$ cat config.mk
export PLATFORM = sky130hd
export DESIGN_NAME = sdram_burst_dp
export DESIGN_NICKNAME = d
export VERILOG_FILES = /design/src/rtl/sdram_dp_pkg.sv /design/src/rtl/sdram_col_gen.sv /design/src/rtl/sdram_burst_ctrl.sv /design/src/rtl/sdram_byte_mem.sv /design/src/rtl/sdram_rd_pipe.sv /design/src/rtl/sdram_burst_dp.sv
export SDC_FILE = /design/constraint.sdc
export NUM_CORES = 1
export LEC_CHECK = 0
export BUFFER_PORTS_ARGS = -buffer_cell sky130_fd_sc_hd__buf_4
export CAP_MARGIN = 15
export CORE_UTILIZATION = 25
export CTS_BUF_LIST = sky130_fd_sc_hd__clkbuf_8
export DETAILED_ROUTE_END_ITERATION = 12
export MAX_ROUTING_LAYER = met4
export PLACE_DENSITY = 0.5
export SLEW_MARGIN = 10
export SYNTH_ARGS = -nofsm -noshare
export SYNTH_HDL_FRONTEND = slang
export SYNTH_HIERARCHICAL = 1
export SYNTH_SLANG_ARGS = --single-unit
$ cat constraint.sdc
create_clock -name clk -period 2.2 [get_ports clk]
set_input_delay 0.44 -clock clk [delete_from_list [all_inputs] [get_ports clk]]
set_output_delay 0.44 -clock clk [all_outputs]
set_load 0.05 [all_outputs]
$ cat src/rtl/sdram_dp_pkg.sv
package sdram_dp_pkg;

  typedef enum logic [1:0] {
    CMD_NOP  = 2'd0,
    CMD_RD   = 2'd1,
    CMD_WR   = 2'd2,
    CMD_STOP = 2'd3
  } dp_cmd_e;

endpackage

$ cat src/rtl/sdram_col_gen.sv
// Column sequencer: maps start column and burst index to the accessed column.
module sdram_col_gen #(
  parameter int COL_W = 5
) (
  input  logic [COL_W-1:0] start_col,
  input  logic [COL_W-1:0] idx,
  input  logic [COL_W-1:0] blk_mask,
  input  logic             xor_order,
  output logic [COL_W-1:0] cur_col
);

  logic [COL_W-1:0] base;
  logic [COL_W-1:0] lin_off;
  logic [COL_W-1:0] xor_off;

  always_comb begin
    base    = start_col & ~blk_mask;
    lin_off = (start_col + idx) & blk_mask;
    xor_off = (start_col ^ idx) & blk_mask;
    cur_col = base | (xor_order ? xor_off : lin_off);
  end

endmodule

$ cat src/rtl/sdram_burst_ctrl.sv
// Mode holding, burst state and per-cycle operation select.
module sdram_burst_ctrl
  import sdram_dp_pkg::*;
#(
  parameter int COL_W = 5
) (
  input  logic             clk,
  input  logic             rst_n,
  input  logic             mode_load,
  input  logic [2:0]       mode_bl,
  input  logic             mode_il,
  input  logic             mode_cl3,
  input  logic [1:0]       cmd,
  input  logic [COL_W-1:0] col,
  output logic             op_valid,
  output logic             op_wr,
  output logic [COL_W-1:0] op_addr,
  output logic             cl3
);

  logic [2:0]       bl_q;
  logic             il_q;
  logic             cl3_q;

  logic             act_q, act_n;
  logic             wr_q, wr_n;
  logic             ilb_q, ilb_n;
  logic [COL_W-1:0] start_q, start_n;
  logic [COL_W-1:0] cnt_q, cnt_n;
  logic [COL_W-1:0] mask_q, mask_n;
  logic [COL_W-1:0] cur_mask;
  logic [COL_W-1:0] gen_addr;
  dp_cmd_e          c;

  assign c   = dp_cmd_e'(cmd);
  assign cl3 = cl3_q;

  always_comb begin
    case (bl_q)
      3'd0:    cur_mask = '0;
      3'd1:    cur_mask = COL_W'(1);
      3'd2:    cur_mask = COL_W'(3);
      3'd3:    cur_mask = COL_W'(7);
      default: cur_mask = '1;
    endcase
  end

  sdram_col_gen #(.COL_W(COL_W)) col_gen_i (
    .start_col (start_q),
    .idx       (cnt_q),
    .blk_mask  (mask_q),
    .xor_order (ilb_q),
    .cur_col   (gen_addr)
  );

  always_comb begin
    op_valid = 1'b0;
    op_wr    = 1'b0;
    op_addr  = gen_addr;
    act_n    = act_q;
    wr_n     = wr_q;
    ilb_n    = ilb_q;
    start_n  = start_q;
    cnt_n    = cnt_q;
    mask_n   = mask_q;
    if (c == CMD_RD || c == CMD_WR) begin
      op_valid = 1'b1;
      op_wr    = (c == CMD_WR);
      op_addr  = col;
      wr_n     = (c == CMD_WR);
      start_n  = col;
      cnt_n    = COL_W'(1);
      mask_n   = cur_mask;
      ilb_n    = il_q && (cur_mask != '1);
      act_n    = (cur_mask != '0);
    end else if (c == CMD_STOP) begin
      act_n = 1'b0;
    end else if (act_q) begin
      op_valid = 1'b1;
      op_wr    = wr_q;
      cnt_n    = cnt_q + COL_W'(1);
      act_n    = (cnt_q != mask_q);
    end
  end

  always_ff @(posedge clk or negedge rst_n) begin
    if (!rst_n) begin
      bl_q  <= 3'd0;
      il_q  <= 1'b0;
      cl3_q <= 1'b0;
    end else if (mode_load) begin
      bl_q  <= mode_bl;
      il_q  <= mode_il;
      cl3_q <= mode_cl3;
    end
  end

  always_ff @(posedge clk or negedge rst_n) begin
    if (!rst_n) begin
      act_q   <= 1'b0;
      wr_q    <= 1'b0;
      ilb_q   <= 1'b0;
      start_q <= '0;
      cnt_q   <= '0;
      mask_q  <= '0;
    end else begin
      act_q   <= act_n;
      wr_q    <= wr_n;
      ilb_q   <= ilb_n;
      start_q <= start_n;
      cnt_q   <= cnt_n;
      mask_q  <= mask_n;
    end
  end


  stop_ends_chk: assert property (@(posedge clk) disable iff (!rst_n)
    (c == CMD_STOP) |=> !act_q);


  restart_chk: assert property (@(posedge clk) disable iff (!rst_n)
    (c == CMD_RD || c == CMD_WR) |=> (cnt_q == COL_W'(1) && start_q == $past(col)));


  in_block_chk: assert property (@(posedge clk) disable iff (!rst_n)
    (act_q && c == CMD_NOP) |-> ((op_addr & ~mask_q) == (start_q & ~mask_q)));


  burst_end_chk: assert property (@(posedge clk) disable iff (!rst_n)
    (act_q && c == CMD_NOP && cnt_q == mask_q) |=> !act_q);

endmodule

$ cat src/rtl/sdram_byte_mem.sv
// Byte-lane column storage with registered read port.
module sdram_byte_mem #(
  parameter int COL_W = 5,
  parameter int BYTES = 4
) (
  input  logic               clk,
  input  logic               we,
  input  logic               re,
  input  logic [COL_W-1:0]   addr,
  input  logic [8*BYTES-1:0] wdata,
  input  logic [BYTES-1:0]   wmask,
  output logic [8*BYTES-1:0] rdata
);

  localparam int DEPTH = 1 << COL_W;

  for (genvar b = 0; b < BYTES; b++) begin : g_lane
    logic [7:0] lane_q [DEPTH];
    logic [7:0] rd_q;

    always_ff @(posedge clk) begin
      if (we && !wmask[b]) begin
        lane_q[addr] <= wdata[8*b +: 8];
      end
    end

    always_ff @(posedge clk) begin
      if (re) begin
        rd_q <= lane_q[addr];
      end
    end

    assign rdata[8*b +: 8] = rd_q;
  end

endmodule

$ cat src/rtl/sdram_rd_pipe.sv
// Read latency pipeline and delayed byte masking of the output.
module sdram_rd_pipe #(
  parameter int BYTES = 4
) (
  input  logic               clk,
  input  logic               rst_n,
  input  logic               rd_fire,
  input  logic [8*BYTES-1:0] rdata,
  input  logic               cl3,
  input  logic [BYTES-1:0]   dqm,
  output logic [8*BYTES-1:0] dout,
  output logic [BYTES-1:0]   dout_oe
);

  localparam int DW = 8 * BYTES;

  logic             v1_q, v2_q, v3_q;
  logic [DW-1:0]    d2_q, d3_q;
  logic [BYTES-1:0] dm1_q, dm2_q;
  logic             vsel;

  always_ff @(posedge clk or negedge rst_n) begin
    if (!rst_n) begin
      v1_q  <= 1'b0;
      v2_q  <= 1'b0;
      v3_q  <= 1'b0;
      dm1_q <= '0;
      dm2_q <= '0;
    end else begin
      v1_q  <= rd_fire;
      v2_q  <= v1_q;
      v3_q  <= v2_q;
      dm1_q <= dqm;
      dm2_q <= dm1_q;
    end
  end

  always_ff @(posedge clk) begin
    if (v1_q) d2_q <= rdata;
    if (v2_q) d3_q <= d2_q;
  end

  always_comb begin
    vsel    = cl3 ? v3_q : v2_q;
    dout    = cl3 ? d3_q : d2_q;
    dout_oe = vsel ? ~dm2_q : '0;
  end


  rd_mask_chk: assert property (@(posedge clk) disable iff (!rst_n)
    (dout_oe & $past(dqm, 2)) == '0);


  lat2_chk: assert property (@(posedge clk) disable iff (!rst_n)
    (!cl3 && dout_oe != '0) |-> $past(rd_fire, 2));


  lat3_chk: assert property (@(posedge clk) disable iff (!rst_n)
    (cl3 && dout_oe != '0) |-> $past(rd_fire, 3));

endmodule

$ cat src/rtl/sdram_burst_dp.sv
// Top: burst data path of a synchronous DRAM page.
module sdram_burst_dp #(
  parameter int COL_W = 5,
  parameter int BYTES = 4
) (
  input  logic               clk,
  input  logic               rst_n,
  input  logic               mode_load,
  input  logic [2:0]         mode_bl,
  input  logic               mode_il,
  input  logic               mode_cl3,
  input  logic [1:0]         cmd,
  input  logic [COL_W-1:0]   col,
  input  logic [BYTES-1:0]   dqm,
  input  logic [8*BYTES-1:0] din,
  output logic [8*BYTES-1:0] dout,
  output logic [BYTES-1:0]   dout_oe
);

  localparam int DW = 8 * BYTES;

  logic [1:0]       rst_sync_q;
  logic             rst_int_n;
  logic             op_valid;
  logic             op_wr;
  logic [COL_W-1:0] op_addr;
  logic             cl3;
  logic [DW-1:0]    rdata;
  logic             rd_fire;
  logic             wr_fire;

  always_ff @(posedge clk or negedge rst_n) begin
    if (!rst_n) rst_sync_q <= 2'b00;
    else        rst_sync_q <= {rst_sync_q[0], 1'b1};
  end
  assign rst_int_n = rst_sync_q[1];

  assign rd_fire = op_valid && !op_wr;
  assign wr_fire = op_valid && op_wr;

  sdram_burst_ctrl #(.COL_W(COL_W)) ctrl_i (
    .clk       (clk),
    .rst_n     (rst_int_n),
    .mode_load (mode_load),
    .mode_bl   (mode_bl),
    .mode_il   (mode_il),
    .mode_cl3  (mode_cl3),
    .cmd       (cmd),
    .col       (col),
    .op_valid  (op_valid),
    .op_wr     (op_wr),
    .op_addr   (op_addr),
    .cl3       (cl3)
  );

  sdram_byte_mem #(.COL_W(COL_W), .BYTES(BYTES)) mem_i (
    .clk   (clk),
    .we    (wr_fire),
    .re    (rd_fire),
    .addr  (op_addr),
    .wdata (din),
    .wmask (dqm),
    .rdata (rdata)
  );

  sdram_rd_pipe #(.BYTES(BYTES)) pipe_i (
    .clk     (clk),
    .rst_n   (rst_int_n),
    .rd_fire (rd_fire),
    .rdata   (rdata),
    .cl3     (cl3),
    .dqm     (dqm),
    .dout    (dout),
    .dout_oe (dout_oe)
  );

endmodule

# --- Yosys cells after proc, flatten, opt, wreduce, memory -nomap -nowiden ---
# Memories as Yosys holds them, arrays and structs flattened. A register that Yosys moved wholly into a read port is not among the register bits.
# Index checks and enable logic that the tools add are counted.
op_classes:
  add_sub_neg: 2
  eq_ne: 9
  muxes: 26
  bitwise_logic: 7
  n_reduce_logical: 17
op_table:
  columns: ["op", "n"]
  rows:
  - ["32-bit two-way mux", 1]
  - ["5-bit two-way mux", 5]
  - ["5-bit case mux with 4 select lines", 1]
  - ["1-bit two-way mux", 18]
  - ["5-bit bitwise AND", 3]
  - ["1-bit logical AND", 7]
  - ["3-bit by 2-bit == test with 1-bit output, second input constant", 2]
  - ["5-bit by 1-bit adder with 5-bit output, second input constant", 1]
  - ["5-bit adder", 1]
  - ["1-bit logical NOT", 5]
  - ["5-bit inequality test", 1]
  - ["5-bit inequality test, second input constant", 1]
  - ["5-bit NOT", 1]
  - ["5-bit bitwise OR", 1]
  - ["5-bit nonzero test", 1]
  - ["5-bit bitwise XOR", 1]
  - ["2-bit == test, second input constant", 2]
  - ["4-bit two-way mux", 1]
  - ["4-bit NOT", 1]
  - ["3-bit by 1-bit == test with 1-bit output, second input constant", 1]
  - ["3-bit logical NOT", 1]
  - ["2-bit by 1-bit == test with 1-bit output, second input constant", 1]
  - ["2-bit by 1-bit inequality test with 1-bit output, second input constant", 1]
  - ["2-bit AND reduction", 1]
  - ["other kinds (2)", 2]
totals:
  register_bits: 100
  ramBits: 1024
  in_bits: 51
  out_inout_bits: 36
  word_cells: 82
  mem_count: 4
mem_list:
  columns: ["name", "words", "width", "rd", "rd_clocked_by_memory_dff", "wr", "line", "source"]
  rows:
  - ["mem_i.g_lane[0].lane_q", 32, 8, 1, 1, 1, "sdram_byte_mem.sv:18", "logic [7:0] lane_q [DEPTH];"]
  - ["mem_i.g_lane[1].lane_q", 32, 8, 1, 1, 1, "sdram_byte_mem.sv:18", null]
  - ["mem_i.g_lane[2].lane_q", 32, 8, 1, 1, 1, "sdram_byte_mem.sv:18", null]
  - ["mem_i.g_lane[3].lane_q", 32, 8, 1, 1, 1, "sdram_byte_mem.sv:18", null]

# --- Longest topological paths before layout ---
logic_depth:
  depth_word: 7
  mapped_depth: 16

# --- Cells and area by module ---
# The synthesis kept the hierarchy.
by_module_without_submodules:
  columns: ["mod", "instances", "cells_per_inst", "area_each_um2"]
  rows:
  - ["sdram_byte_mem", 1, 2232, 40462.6]
  - ["sdram_rd_pipe", 1, 116, 2766.4]
  - ["sdram_burst_ctrl", 1, 112, 1102.3]
  - ["sdram_col_gen", 1, 31, 216.5]
  - ["sdram_burst_dp", 1, 5, 70.1]

# --- Worst setup path after synthesis ---
# OpenSTA, ideal clock, no wires.
synth_path:
  kind: "register -> register"
  startpoint: "register ctrl_i.cnt_q[0]"
  endpoint: "memory mem_i.g_lane[1].lane_q[19][0], enable pin"
  setup_ps: 370
  arrival_time_ps: 3144
  setup_slack_ps: -1314
  path_stages_with_launch: 14
  n_path_buf: 2
  synth_period_minus_slack_ps: 3514
  cell_sequence: "dfrtp_1 > ha_1 > inv_1 > fa_1 > nand2b_1 > a211oi_1 > mux2i_1 > xor2_1 > nand2_1 > nand2_1 > or3b_2 > clkbuf_1 > clkbuf_1 > nor2_1"
synth_via:
  elab_chain_len: 5
  word_cells_on_any_way: 7
  cone_classes: "add/sub (1); mux (2); bitwise (4)"
synth_rtl:
  columns: ["item", "line", "source"]
  rows:
  - ["from (decl)", "sdram_burst_ctrl.sv:29", "logic [COL_W-1:0] cnt_q, cnt_n;"]
  - ["from (signal assigned)", "sdram_burst_ctrl.sv:111", "cnt_q <= cnt_n;"]
  - ["5-bit adder", "sdram_col_gen.sv:18", "lin_off = (start_col + idx) & blk_mask;"]
  - ["5-bit bitwise AND", "sdram_col_gen.sv:18", null]
  - ["5-bit two-way mux", "sdram_col_gen.sv:20", "cur_col = base | (xor_order ? xor_off : lin_off);"]
  - ["5-bit bitwise OR", "sdram_col_gen.sv:20", null]
  - ["via ctrl_i.gen_addr[4]", "sdram_burst_ctrl.sv:32", "logic [COL_W-1:0] gen_addr;"]
  - ["5-bit two-way mux", "sdram_burst_ctrl.sv:66", "if (c == CMD_RD || c == CMD_WR) begin"]
  - ["via op_addr[4]", "sdram_burst_dp.sv:26", "logic [COL_W-1:0] op_addr;"]
  - ["to (decl)", "sdram_byte_mem.sv:18", null]
# The timed path passes the listed nets, and every way through them passes these cells.

# --- Worst setup path after layout ---
layout_path:
  startpoint: "register ctrl_i.start_q[0]"
  endpoint: "register mem_i.g_lane[1].rd_q[3], read port of mem_i.g_lane[1].lane_q, data pin"
layout_via:
  elab_chain_len: 5
  word_cells_on_any_way: 8
  cone_classes: "add/sub (1); mux (2); bitwise (5)"
layout_rtl:
  columns: ["item", "line", "source"]
  rows:
  - ["from (decl)", "sdram_burst_ctrl.sv:28", "logic [COL_W-1:0] start_q, start_n;"]
  - ["from (signal assigned)", "sdram_burst_ctrl.sv:110", "start_q <= start_n;"]
  - ["5-bit adder", "sdram_col_gen.sv:18", null]
  - ["5-bit bitwise AND", "sdram_col_gen.sv:18", null]
  - ["5-bit two-way mux", "sdram_col_gen.sv:20", null]
  - ["5-bit bitwise OR", "sdram_col_gen.sv:20", null]
  - ["via ctrl_i.gen_addr[4]", "sdram_burst_ctrl.sv:32", null]
  - ["5-bit two-way mux", "sdram_burst_ctrl.sv:66", null]
  - ["via op_addr[4]", "sdram_burst_dp.sv:26", null]
  - ["to (decl)", "sdram_byte_mem.sv:19", "logic [7:0] rd_q;"]
# The timed path passes the listed nets, and every way through them passes these cells.
# A chain may end at the register's enable or synchronous reset.

==> flow_summary_export.csv <==
group,metric,value,unit
synth,synth_cells,2496,
global_route,grt_pass1_vias,24682,
worst_setup_path,timing.rr.start,"ctrl_i/start_q[0]",
timing,finalCritPeriodShare,157,%
synth,synthesis.nets,2556,
hold_path,whs_endpoint,"ctrl_i/start_q[3]",
power,power.leakage,20.5,nW
timing,skew,0.0624,ns
hold_path,hold_start,"cmd[1]",
global_route,gr-usage-all-layers,13.6,%
routing,drc,0,
routing,num_vias,24918,
flow_run,max_cap_violations,0,
clocking,path_clk_slew,0.06,ns
clocking,cts_max_path_buffers,3,
clocking,cts.sink_count,1155,
worst_setup_path,slowest_stage,"or4b_4",
power,switching_share,30.4,%
synth,async_flop_share,3.03,%
clocking,clock_latency,0.92,ns
timing,tightest_slew,0.576,ns
routing,dr.pass1.iters,7,
routing,antenna_left,0,
routing,first_iter_violations,1876,
timing,worst_slack,-1.26,ns
synth,yosysTopAreaCellShare,75.4,%
placed_design,port_buffers,86,
worst_setup_path,reg2reg_depth,15,
worst_setup_path,path_cells,"ha_2 > inv_2 > fa_2 > nand2b_4 > a211oi_2 > mux2i_1 > xor2_1 > nand2_2 > nand2_4 > or4b_4 > clkbuf_16 > o22ai_4 > nor4_1 > buf_4 > nand2_1",
floorplan,die-area,180000,um2
clocking,cts_tree,"done",
timing,drv_slew,0,
run_status,failed_checks,"setup timing",
worst_setup_path,cp_max_fo,7,
global_route,grt_start_max_net_pins,36,
worst_setup_path,r2r_setup_slack,-1.26,ns
worst_setup_path,crit_buf_inv,3,
timing,grt_setup_unrepaired,"true",
synth,synth_seq_cells,1155,
hold_path,hp-class,"in2reg",
worst_setup_path,path_class,"reg2reg",
timing,report.final.hold_viol_count,0,
worst_setup_path,critPathCaptureType,"flop",
worst_setup_path,required,2.97,ns
synth,synth_top_cell_by_area,"edfxtp_1",
global_route,antenna_found_initial,15,
power,fin_total_pwr,59.5,mW
power,internal-power,41.4,mW
worst_setup_path,critPathLaunchType,"flop",
power,power.density,998,nW/um2
worst_setup_path,reg2reg_to,"mem_i/g_lane[1].rd_q[3]",
worst_setup_path,slowest_delay,0.71,ns
power,seq_power_share,44.6,%
synth,yosysWarnings,6,
global_route,grt_overflow,0,
power,clkPwrFrac,29.1,%
routing,wl_per_cell,22.1,um
finish,fill_cells,16740,
global_route,grt_pass1_wl,174000,um
placed_design,gp_congestion,0.844,
synth,ys_types,44,
synth,synth_edf_count,1120,
timing,min_period,3.46,ns
placed_design,hpwlAfterDp,79400,um
power,ir_worst_vdd,0.000453,V
clocking,cts_buffers,190,
run_status,status,"complete, but fails checks",
finish,area_growth,33.6,%
floorplan,io_pins,87,
synth,syn_avg_cell_area,17.9,um2
synth,synth-main-ff-cell,"edfxtp_1",
timing,setup_viol,1092,
worst_setup_path,worstPathArrival,4.23,ns
floorplan,die_h,424,um
synth,syn_area,44600,um2
worst_setup_path,crit_family,"simple AND/OR/NAND/NOR gates",
finish,fin_util,33.7,%
power,p_comb_share,26.3,%
synth,seq_area_frac_synth,77.3,%
routing,drt-total-wl,124000,um
timing,clock.fmax,289,MHz
floorplan,core_area,177000,um2
routing,via_per_inst,4.44,
finish,final_nets,3163,
floorplan,fp.dieW,424,um
worst_setup_path,cp.depth,15,
floorplan,initial_core_util,25.3,%
clocking,root_buffer,"clkbuf_8",
power,switchingPower,18.1,mW
floorplan,rows,154,
synth,netlist_top_cells_area,"edfxtp_1 (75%), mux2i_1 (12%), o22ai_1 (3.6%)",
finish,drive_gt1_share,34.1,%
hold_path,hold_path_depth,4,
timing,relSlewSlack,61.6,%
clocking,h-tree-depth,4,
==> synthesized netlist by cell type (all sizes together) (5+ instances only) <==
cell type     n
buf         109
clkbuf       36
dfrtp        35
edfxtp     1120
ha            8
inv           6
mux2         40
mux2i       514
nand2        75
nand2b       11
nand3        12
nand4bb       6
nor2        143
nor2b         7
nor4         64
o21ai         8
o22ai       256
or4           5
==> power groups by stage <==
stage / Clock (mW) / Sequential [mW] / Combinational (mW)
2_1_floorplan: 0 / 26.3 / 7.74
3_3_place_gp: 0 / 26.9 / 13.2
3_5_place_dp: 0 / 26.9 / 13.2
4_1_cts: 17.8 / 26.5 / 14.2
5_1_grt: 18.7 / 26.6 / 16.4
6_report: 17.3 / 26.5 / 15.6
==> flip-flops by register name, indices dropped and copies added (netlist names) <==
signal / count
pipe_i/dm1_q: 4
pipe_i/d3_q: 32
ctrl_i/il_q: 1
ctrl_i/cnt_q: 5
pipe_i/dm2_q: 4
pipe_i/v3_q: 1
ctrl_i/bl_q: 3
ctrl_i/start_q: 5
ctrl_i/wr_q: 1
ctrl_i/mask_q: 4
ctrl_i/ilb_q: 1
pipe_i/v2_q: 1
ctrl_i/act_q: 1
pipe_i/v1_q: 1
ctrl_i/cl3: 1
rst_sync_q: 2
mem_i/g_lane.rd_q: 32
pipe_i/d2_q: 32
mem_i/g_lane.lane_q: 1024
==> cell type report <==
cell class | instances | area [um2] | area share [%]
inverters | 6 | 22.5 | 0.0378
repair buffers | 559 | 6720 | 11.3
clock buffers | 192 | 2640 | 4.43
diodes | 11 | 27.5 | 0.0462
clock inverters | 161 | 840 | 1.41
flip-flops and latches | 1155 | 34500 | 57.9
well taps | 2340 | 2930 | 4.91
multi-input cells | 1191 | 11900 | 20.0
==> timing repair <==
| item | in CTS | in global routing |
|---|---|---|
| gates resized for setup | 171 | 263 |
| endpoints found under the setup margin | 1092 | 1092 |
| hold buffers | 54 | 0 |
| cloned | 2 | 11 |
| buffers inserted | 40 | 47 |
| pin swaps | 50 | 126 |
| endpoints found under the hold margin | 1041 | 0 |
==> worst max path at each step <==
stage	from	to	slack, ns
after detailed placement	ctrl_i/start_q[0]	mem_i/g_lane[1].rd_q[4]	-1.56
after floorplan	ctrl_i/cnt_q[0]	mem_i/g_lane[2].lane_q[25][0]	-1.00
final	ctrl_i/start_q[0]	mem_i/g_lane[1].rd_q[3]	-1.26
after global placement	ctrl_i/cnt_q[0]	mem_i/g_lane[1].rd_q[4]	-1.60
after CTS	ctrl_i/start_q[0]	mem_i/g_lane[2].rd_q[5]	-1.24
after global routing	ctrl_i/cnt_q[0]	mem_i/g_lane[2].rd_q[5]	-1.42
==> per-layer routing <==
layer	wire [um]	track usage [%]	up-vias
met4	3120	3.81	0
met5	0	-	-
li1	-	-	11273
met2	57300	20.9	748
met1	56600	18.2	12700
met3	6880	2.77	197
==> per-stage QoR <==
step	TNS [ns]	hold WS, ns	cells	cell area (um2)	setup WS, ns
3_3_place_gp	-1111.53	0.227	5105	52000	-1.60
4_1_cts	-1096.46	0.0680	5554	57500	-1.24
2_1_floorplan	-959.37	0.144	2496	45600	-1.00
6_report	-1068.04	0.166	5615	59600	-1.26
5_1_grt	-1262.71	0.125	5615	59600	-1.42
3_5_place_dp	-1109.84	0.227	5105	52000	-1.56
==> tightest hold or removal path, stage by stage <==
cell,delay [ns]
buf_4,0.08
ha_1,0.25
nand2b_1,0.20
nand2_1,0.07
==> cell usage in the layout, fill, tap and decap left out, types with 22 or more instances in the layout <==
cell,n
edfxtp_1,1120
mux2i_1,480
buf_4,262
clkbuf_8,192
o22ai_1,175
buf_12,141
nor2_4,130
buf_6,81
inv_1,72
nand2_1,54
dlygate4sd3_1,54
clkinv_1,52
o22ai_2,49
dfrtp_1,34
o22ai_4,32
mux2_4,30
nor4_1,27
nor4_2,23
clkinv_2,22
==> kinds of logic after synthesis <==
kind of cell | after synthesis | synth area share [%]
buf+inv | 151 | 1.86
fa+ha+maj | 9 | 0.269
flops | 1155 | 77.3
other cells | 1 | 0.00840
simple gates | 346 | 3.77
xor+xnor | 6 | 0.118
compound gates | 274 | 3.83
mux | 554 | 12.8
Power figures use the tool's default switching activity.
